===== src/rtl/lpcw_pkg.sv =====
package lpcw_pkg;

   typedef enum logic [3:0] {
      ST_IDLE,
      ST_CTYPE,
      ST_ADDR,
      ST_DATA,
      ST_TAR_H1,
      ST_TAR_H2,
      ST_SYNC_WAIT,
      ST_SYNC_DONE,
      ST_TAR_T1,
      ST_TAR_T2
   } lpcw_state_e;

   localparam logic [3:0] NIB_START     = 4'b0000;
   localparam logic [3:0] NIB_WAIT_LONG = 4'b0110;
   localparam logic [3:0] NIB_READY     = 4'b0000;
   localparam logic [3:0] NIB_ONES      = 4'b1111;

   // I/O cycle, write direction: bits [3:2]=00, bit 1=1, bit 0 don't-care
   function automatic logic is_io_write(input logic [3:0] n);
      return n[3:1] == 3'b001;
   endfunction

endpackage


===== src/rtl/lpcw_seq.sv =====
module lpcw_seq
   import lpcw_pkg::*;
#(
   parameter int ADDR_NIBS = 4,
   parameter int WAIT_CNT  = 2
) (
   input  logic        clk,
   input  logic        rst_n,
   input  logic        pwrdn_n,
   input  logic        frame_n,
   input  logic [3:0]  nib_in,
   output lpcw_state_e st
);

   localparam int CNT_MAX = (ADDR_NIBS > WAIT_CNT) ? ADDR_NIBS : WAIT_CNT;
   localparam int CNT_W   = $clog2(CNT_MAX + 2);
   localparam logic [CNT_W-1:0] ADDR_LAST = CNT_W'(ADDR_NIBS - 1);
   localparam logic [CNT_W-1:0] WAIT_LAST = CNT_W'(WAIT_CNT - 1);
   localparam logic [CNT_W-1:0] DATA_LAST = CNT_W'(1);

   logic [CNT_W-1:0] cnt;

   always_ff @(posedge clk or negedge rst_n) begin
      if (!rst_n) begin
         st  <= ST_IDLE;
         cnt <= '0;
      end else if (!pwrdn_n) begin
         st  <= ST_IDLE;
         cnt <= '0;
      end else if (!frame_n) begin
         st  <= (nib_in == NIB_START) ? ST_CTYPE : ST_IDLE;
         cnt <= '0;
      end else begin
         case (st)
            ST_CTYPE: begin
               st  <= is_io_write(nib_in) ? ST_ADDR : ST_IDLE;
               cnt <= '0;
            end
            ST_ADDR: begin
               if (cnt == ADDR_LAST) begin
                  st  <= ST_DATA;
                  cnt <= '0;
               end else begin
                  cnt <= cnt + 1'b1;
               end
            end
            ST_DATA: begin
               if (cnt == DATA_LAST) begin
                  st  <= ST_TAR_H1;
                  cnt <= '0;
               end else begin
                  cnt <= cnt + 1'b1;
               end
            end
            ST_TAR_H1: st <= ST_TAR_H2;
            ST_TAR_H2: begin
               st  <= ST_SYNC_WAIT;
               cnt <= '0;
            end
            ST_SYNC_WAIT: begin
               if (cnt == WAIT_LAST) begin
                  st  <= ST_SYNC_DONE;
                  cnt <= '0;
               end else begin
                  cnt <= cnt + 1'b1;
               end
            end
            ST_SYNC_DONE: st <= ST_TAR_T1;
            ST_TAR_T1:    st <= ST_TAR_T2;
            ST_TAR_T2:    st <= ST_IDLE;
            default:      st <= ST_IDLE;
         endcase
      end
   end

endmodule


===== src/rtl/lpcw_capture.sv =====
module lpcw_capture
   import lpcw_pkg::*;
#(
   parameter int ADDR_W        = 16,
   parameter bit LOW_NIB_FIRST = 1'b1
) (
   input  logic              clk,
   input  logic              rst_n,
   input  lpcw_state_e       st,
   input  logic              frame_n,
   input  logic [3:0]        nib_in,
   output logic [ADDR_W-1:0] addr,
   output logic [7:0]        data
);

   wire take = frame_n;

   always_ff @(posedge clk or negedge rst_n) begin
      if (!rst_n) begin
         addr <= '0;
      end else if (take && st == ST_ADDR) begin
         addr <= {addr[ADDR_W-5:0], nib_in};
      end
   end

   generate
      if (LOW_NIB_FIRST) begin : g_low_first
         always_ff @(posedge clk or negedge rst_n) begin
            if (!rst_n) begin
               data <= '0;
            end else if (take && st == ST_DATA) begin
               data <= {nib_in, data[7:4]};
            end
         end
      end else begin : g_high_first
         always_ff @(posedge clk or negedge rst_n) begin
            if (!rst_n) begin
               data <= '0;
            end else if (take && st == ST_DATA) begin
               data <= {data[3:0], nib_in};
            end
         end
      end
   endgenerate

endmodule


===== src/rtl/lpcw_window.sv =====
module lpcw_window #(
   parameter int              ADDR_W    = 16,
   parameter logic [ADDR_W-1:0] BASE_ADDR = 16'h0060,
   parameter int              WIN_SIZE  = 16
) (
   input  logic [ADDR_W-1:0] addr,
   output logic              hit
);

   localparam logic [ADDR_W-1:0] SPAN = ADDR_W'(WIN_SIZE - 1);
   localparam logic [ADDR_W-1:0] MASK = ~SPAN;

   assign hit = (addr & MASK) == BASE_ADDR;

endmodule


===== src/rtl/lpcw_target.sv =====
module lpcw_target
   import lpcw_pkg::*;
#(
   parameter int                ADDR_W        = 16,
   parameter int                WAIT_CNT      = 2,
   parameter logic [ADDR_W-1:0] BASE_ADDR     = 16'h0060,
   parameter int                WIN_SIZE      = 16,
   parameter bit                LOW_NIB_FIRST = 1'b1
) (
   input  logic              clk,
   input  logic              rst_n,
   input  logic              pwrdn_n,
   input  logic              frame_n,
   input  logic [3:0]        nib_in,
   output logic [3:0]        nib_out,
   output logic              nib_oe,
   output logic              wr_stb,
   output logic [ADDR_W-1:0] wr_addr,
   output logic [7:0]        wr_data
);

   localparam int ADDR_NIBS = ADDR_W / 4;

   generate
      if (ADDR_W < 4 || (ADDR_W % 4) != 0) begin : g_bad_addr_w
         $error("lpcw_target: ADDR_W must be a positive multiple of 4");
      end
      if (WAIT_CNT < 1) begin : g_bad_wait
         $error("lpcw_target: WAIT_CNT must be at least 1");
      end
      if (WIN_SIZE < 1 || (WIN_SIZE & (WIN_SIZE - 1)) != 0) begin : g_bad_win
         $error("lpcw_target: WIN_SIZE must be a power of two");
      end
      if ((BASE_ADDR & ADDR_W'(WIN_SIZE - 1)) != '0) begin : g_bad_base
         $error("lpcw_target: BASE_ADDR must be aligned to WIN_SIZE");
      end
   endgenerate

   lpcw_state_e st;
   logic        hit;

   lpcw_seq #(
      .ADDR_NIBS (ADDR_NIBS),
      .WAIT_CNT  (WAIT_CNT)
   ) u_seq (
      .clk     (clk),
      .rst_n   (rst_n),
      .pwrdn_n (pwrdn_n),
      .frame_n (frame_n),
      .nib_in  (nib_in),
      .st      (st)
   );

   lpcw_capture #(
      .ADDR_W        (ADDR_W),
      .LOW_NIB_FIRST (LOW_NIB_FIRST)
   ) u_capture (
      .clk     (clk),
      .rst_n   (rst_n),
      .st      (st),
      .frame_n (frame_n),
      .nib_in  (nib_in),
      .addr    (wr_addr),
      .data    (wr_data)
   );

   lpcw_window #(
      .ADDR_W    (ADDR_W),
      .BASE_ADDR (BASE_ADDR),
      .WIN_SIZE  (WIN_SIZE)
   ) u_window (
      .addr (wr_addr),
      .hit  (hit)
   );

   always_comb begin
      nib_out = NIB_ONES;
      nib_oe  = 1'b0;
      wr_stb  = 1'b0;
      case (st)
         ST_SYNC_WAIT: begin
            nib_oe  = 1'b1;
            nib_out = NIB_WAIT_LONG;
         end
         ST_SYNC_DONE: begin
            nib_oe  = 1'b1;
            nib_out = NIB_READY;
            wr_stb  = hit;
         end
         ST_TAR_T1: begin
            nib_oe  = 1'b1;
            nib_out = NIB_ONES;
         end
         default: ;
      endcase
   end

endmodule


===== config.mk =====
export PLATFORM = sky130hd
export DESIGN_NAME = lpcw_target
export DESIGN_NICKNAME = d
export VERILOG_FILES = /design/src/rtl/lpcw_pkg.sv /design/src/rtl/lpcw_seq.sv /design/src/rtl/lpcw_capture.sv /design/src/rtl/lpcw_window.sv /design/src/rtl/lpcw_target.sv
export SDC_FILE = /design/constraint.sdc
export NUM_CORES = 1
export LEC_CHECK = 0
export CORE_UTILIZATION = 48
export DETAILED_ROUTE_END_ITERATION = 8
export GPL_ROUTABILITY_DRIVEN = 0
export PLACE_DENSITY = 0.81
export SLEW_MARGIN = 15
export SYNTH_ARGS = -nofsm -noshare
export SYNTH_HDL_FRONTEND = slang
export SYNTH_SLANG_ARGS = --single-unit

===== constraint.sdc =====
create_clock -name clk -period 2 [get_ports clk]
set_clock_uncertainty 0.15 [all_clocks]
set_input_delay 0.4 -clock clk [delete_from_list [all_inputs] [get_ports clk]]
set_output_delay 0.4 -clock clk [all_outputs]
set_load 0.005 [all_outputs]

==> flow_metrics.env <==
export IMPL_synth_seq_cells=31
export IMPL_cts_buffer_depth=2
export IMPL_grt_max_degree=32
export IMPL_pre_cts_slack_ps=-124
export IMPL_cts_hold_buf=0
export IMPL_violations="setup timing"
export IMPL_finalHoldViolCount=0
export IMPL_fp_coreArea_mm2=0.00305
export IMPL_async_flop_share_pct=100
export IMPL_seq_area_frac_synth_pct=50.2
export IMPL_leakage_nw=0.999
export IMPL_synth_nets=135
export IMPL_wl_per_cell_um=15.2
export IMPL_netSwitchingFraction_pct=22.9
export IMPL_synthToLayoutAreaGrowth_pct=39.5
export IMPL_max_freq_mhz=493
export IMPL_drc=0
export IMPL_synth_cell_types=36
export IMPL_endpoint_kind="output pin"
export IMPL_drt_first_iter_violations=22
export IMPL_synth_warnings=0
export IMPL_first_global_vias=1168
export IMPL_crit_arrival_ps=1480
export IMPL_dieArea_mm2=0.00345
export IMPL_status="complete, but fails checks"
export IMPL_clock_latency_ps=330
export IMPL_ant_nets=0
export IMPL_antenna_found_initial=0
export IMPL_synth_cells=123
export IMPL_drive_above_1_share_pct=35.2
export IMPL_die_x_um=58.7
export IMPL_worst_hold_path_type="in2async"
export IMPL_io_buffers=37
export IMPL_synth_edff_count=0
export IMPL_switchingPower_w=0.000233
export IMPL_power_per_cell_area_mw_per_mm2=473
export IMPL_clk_pin_slew_ps=90
export IMPL_synth_top_flop_cell="dfrtp_1"
export IMPL_htreeDepth=2
export IMPL_grt_overflow=0
export IMPL_clkPwrFrac_pct=32.0
export IMPL_vias=1153
export IMPL_ioPinCount=38
export IMPL_initial_utilization_pct=50.6
export IMPL_synth_area_mm2=0.00154
export IMPL_drt_total_wl_um=3430
export IMPL_grt_pass1_wl_um=5520
export IMPL_worstPathRequired_ps=1450
export IMPL_cts_sinks=31
export IMPL_maxCapViolCount=0
export IMPL_num_antenna_cells=0
export IMPL_cp_start_kind="register"
export IMPL_dr_pass1_iters=4
export IMPL_period_minus_slack_ps=2030
export IMPL_cts_root_buffer="clkbuf_4"
export IMPL_syn_avg_cell_area_um2=12.6
export IMPL_rows=20
export IMPL_setup_ws_ps=-30.2
export IMPL_track_usage_pct=22.3
export IMPL_cts_tree="done"
export IMPL_critPathMaxFanout=2
export IMPL_rsz0062_at_grt="true"
export IMPL_nets=195
export IMPL_slew_violations=0
export IMPL_place_hpwl_um=2530
export IMPL_setup_tns_ps=-30.2
export IMPL_seqPwrFrac_pct=62.2
export IMPL_cts_inserted_buffers=5
export IMPL_finalSetupViolCount=1
export IMPL_post_route_period_util_pct=102
export IMPL_relSlewSlack_pct=73.7
export IMPL_die_y_um=58.7
export IMPL_via_per_inst=5.10
export IMPL_tightest_slew_ps=394
export IMPL_p_comb_share_pct=5.8
export IMPL_p_total_w=0.00102
export IMPL_irDropWorstVdd_uv=379
export IMPL_crit_type="reg2out"
export IMPL_p_int_w=0.000786
worst max-delay path, cell delays in order (launching register included):
cell	delay, ps
dfrtp_1	390
or4_4	530
nor3_2	100
buf_2	130
power groups by stage:
stage / sequential (W) / clock (W) / combinational, W
floorplan: 0.000646 / 0 / 0.0000124
global placement: 0.000645 / 0 / 0.0000576
detailed placement: 0.000646 / 0 / 0.0000595
CTS: 0.000634 / 0.000333 / 0.0000600
global route: 0.000634 / 0.000355 / 0.0000652
finish: 0.000634 / 0.000326 / 0.0000595
sequential cells by signal, summed over array words and instances (netlist names):
signal,cells
u_capture.data,8
u_capture.addr,16
u_seq.st,4
u_seq.cnt,3
repair_timing:
item / 4_1_cts / 5_1_grt
setup buffers: 3 / 0
pin swaps: 3 / 0
setup endpoints to repair: 6 / 11
resized for setup: 11 / 7
synth_stat cells, drive strengths merged, types with 2 or more instances:
cell type	n	area [um^2]
a21oi	5	25.0
and3	2	13.8
buf	8	72.6
dfrtp	31	776
ha	4	50.1
inv	3	11.3
mux2	24	308
nand2	10	37.5
nand2b	2	12.5
nand3	3	15.0
nor2	6	25.0
nor2b	3	26.3
nor3	2	10.0
o21ai	4	20.0
xor2	2	17.5
logic make-up after synthesis:
logic type	count (synthesis)	share of synthesized area, %
adders and majority gates	4	3.24
DFF	31	50.2
xor gates and xnor gates	2	1.13
AOI/OAI and AO/OA	15	6.81
muxes	24	19.9
buffers and inverters	11	5.43
and+or+nand+nor	36	13.2
stage by stage:
| stage | area [um^2] | hold WS, ps | cells | util (%) |
|---|---|---|---|---|
| 2_1_floorplan | 1540 | -45.6 | 123 | - |
| 3_3_place_gp | 2070 | 344 | 217 | 67.7 |
| 4_1_cts | 2130 | 311 | 226 | 69.8 |
| 3_5_place_dp | 2070 | 350 | 217 | 67.7 |
| 5_1_grt | 2150 | 341 | 226 | 70.6 |
| 6_report | 2150 | 300 | 226 | 70.6 |
per-layer routing:
layer / vias to the layer above / routed length, um / track usage [%]
met3: 7 / 189 / 5.49
met5: - / 0 / 0
li1: 550 / - / -
met4: 0 / 51 / 11.9
met2: 41 / 1720 / 36.9
met1: 555 / 1470 / 26.8
layout make-up:
| type | count | area [um^2] |
|---|---|---|
| clock buffer | 6 | 41.3 |
| fill | 227 | 898 |
| inverter | 3 | 11.3 |
| multi-input combinational | 81 | 713 |
| sequential | 31 | 776 |
| tap | 44 | 55.1 |
| timing repair buffer | 61 | 558 |
placed cells by master (no fill, tap or decap), drive strengths merged, types with 3 or more instances in the layout:
| cell | Yosys | final |
|---|---|---|
| nor2b | 3 | 3 |
| a21oi | 5 | 5 |
| clkdlybuf4s50 | 0 | 31 |
| clkbuf | 0 | 6 |
| nand2 | 10 | 10 |
| dfrtp | 31 | 31 |
| buf | 8 | 25 |
| nand3 | 3 | 3 |
| inv | 3 | 3 |
| mux2 | 24 | 24 |
| o21ai | 4 | 4 |
| dlygate4sd2 | 0 | 3 |
| nor2 | 6 | 6 |
| ha | 4 | 4 |
path summary, 6_finish.rpt:
check                                        start                  to  cells after the start  slack, ps
worst max-delay path            u_capture.addr[15]              wr_stb                      3        -30
worst min-delay path                         rst_n  u_capture.addr[12]                      2        300
worst max register to register         u_seq.st[2]   u_capture.data[0]                      5         50
worst min register to register   u_capture.data[1]   u_capture.data[1]                      1        360
max in group asynchronous                    rst_n   u_capture.data[1]                      2       1110
min in group clk                 u_capture.data[1]   u_capture.data[1]                      1        360
(Power assumes the default switching activity.)
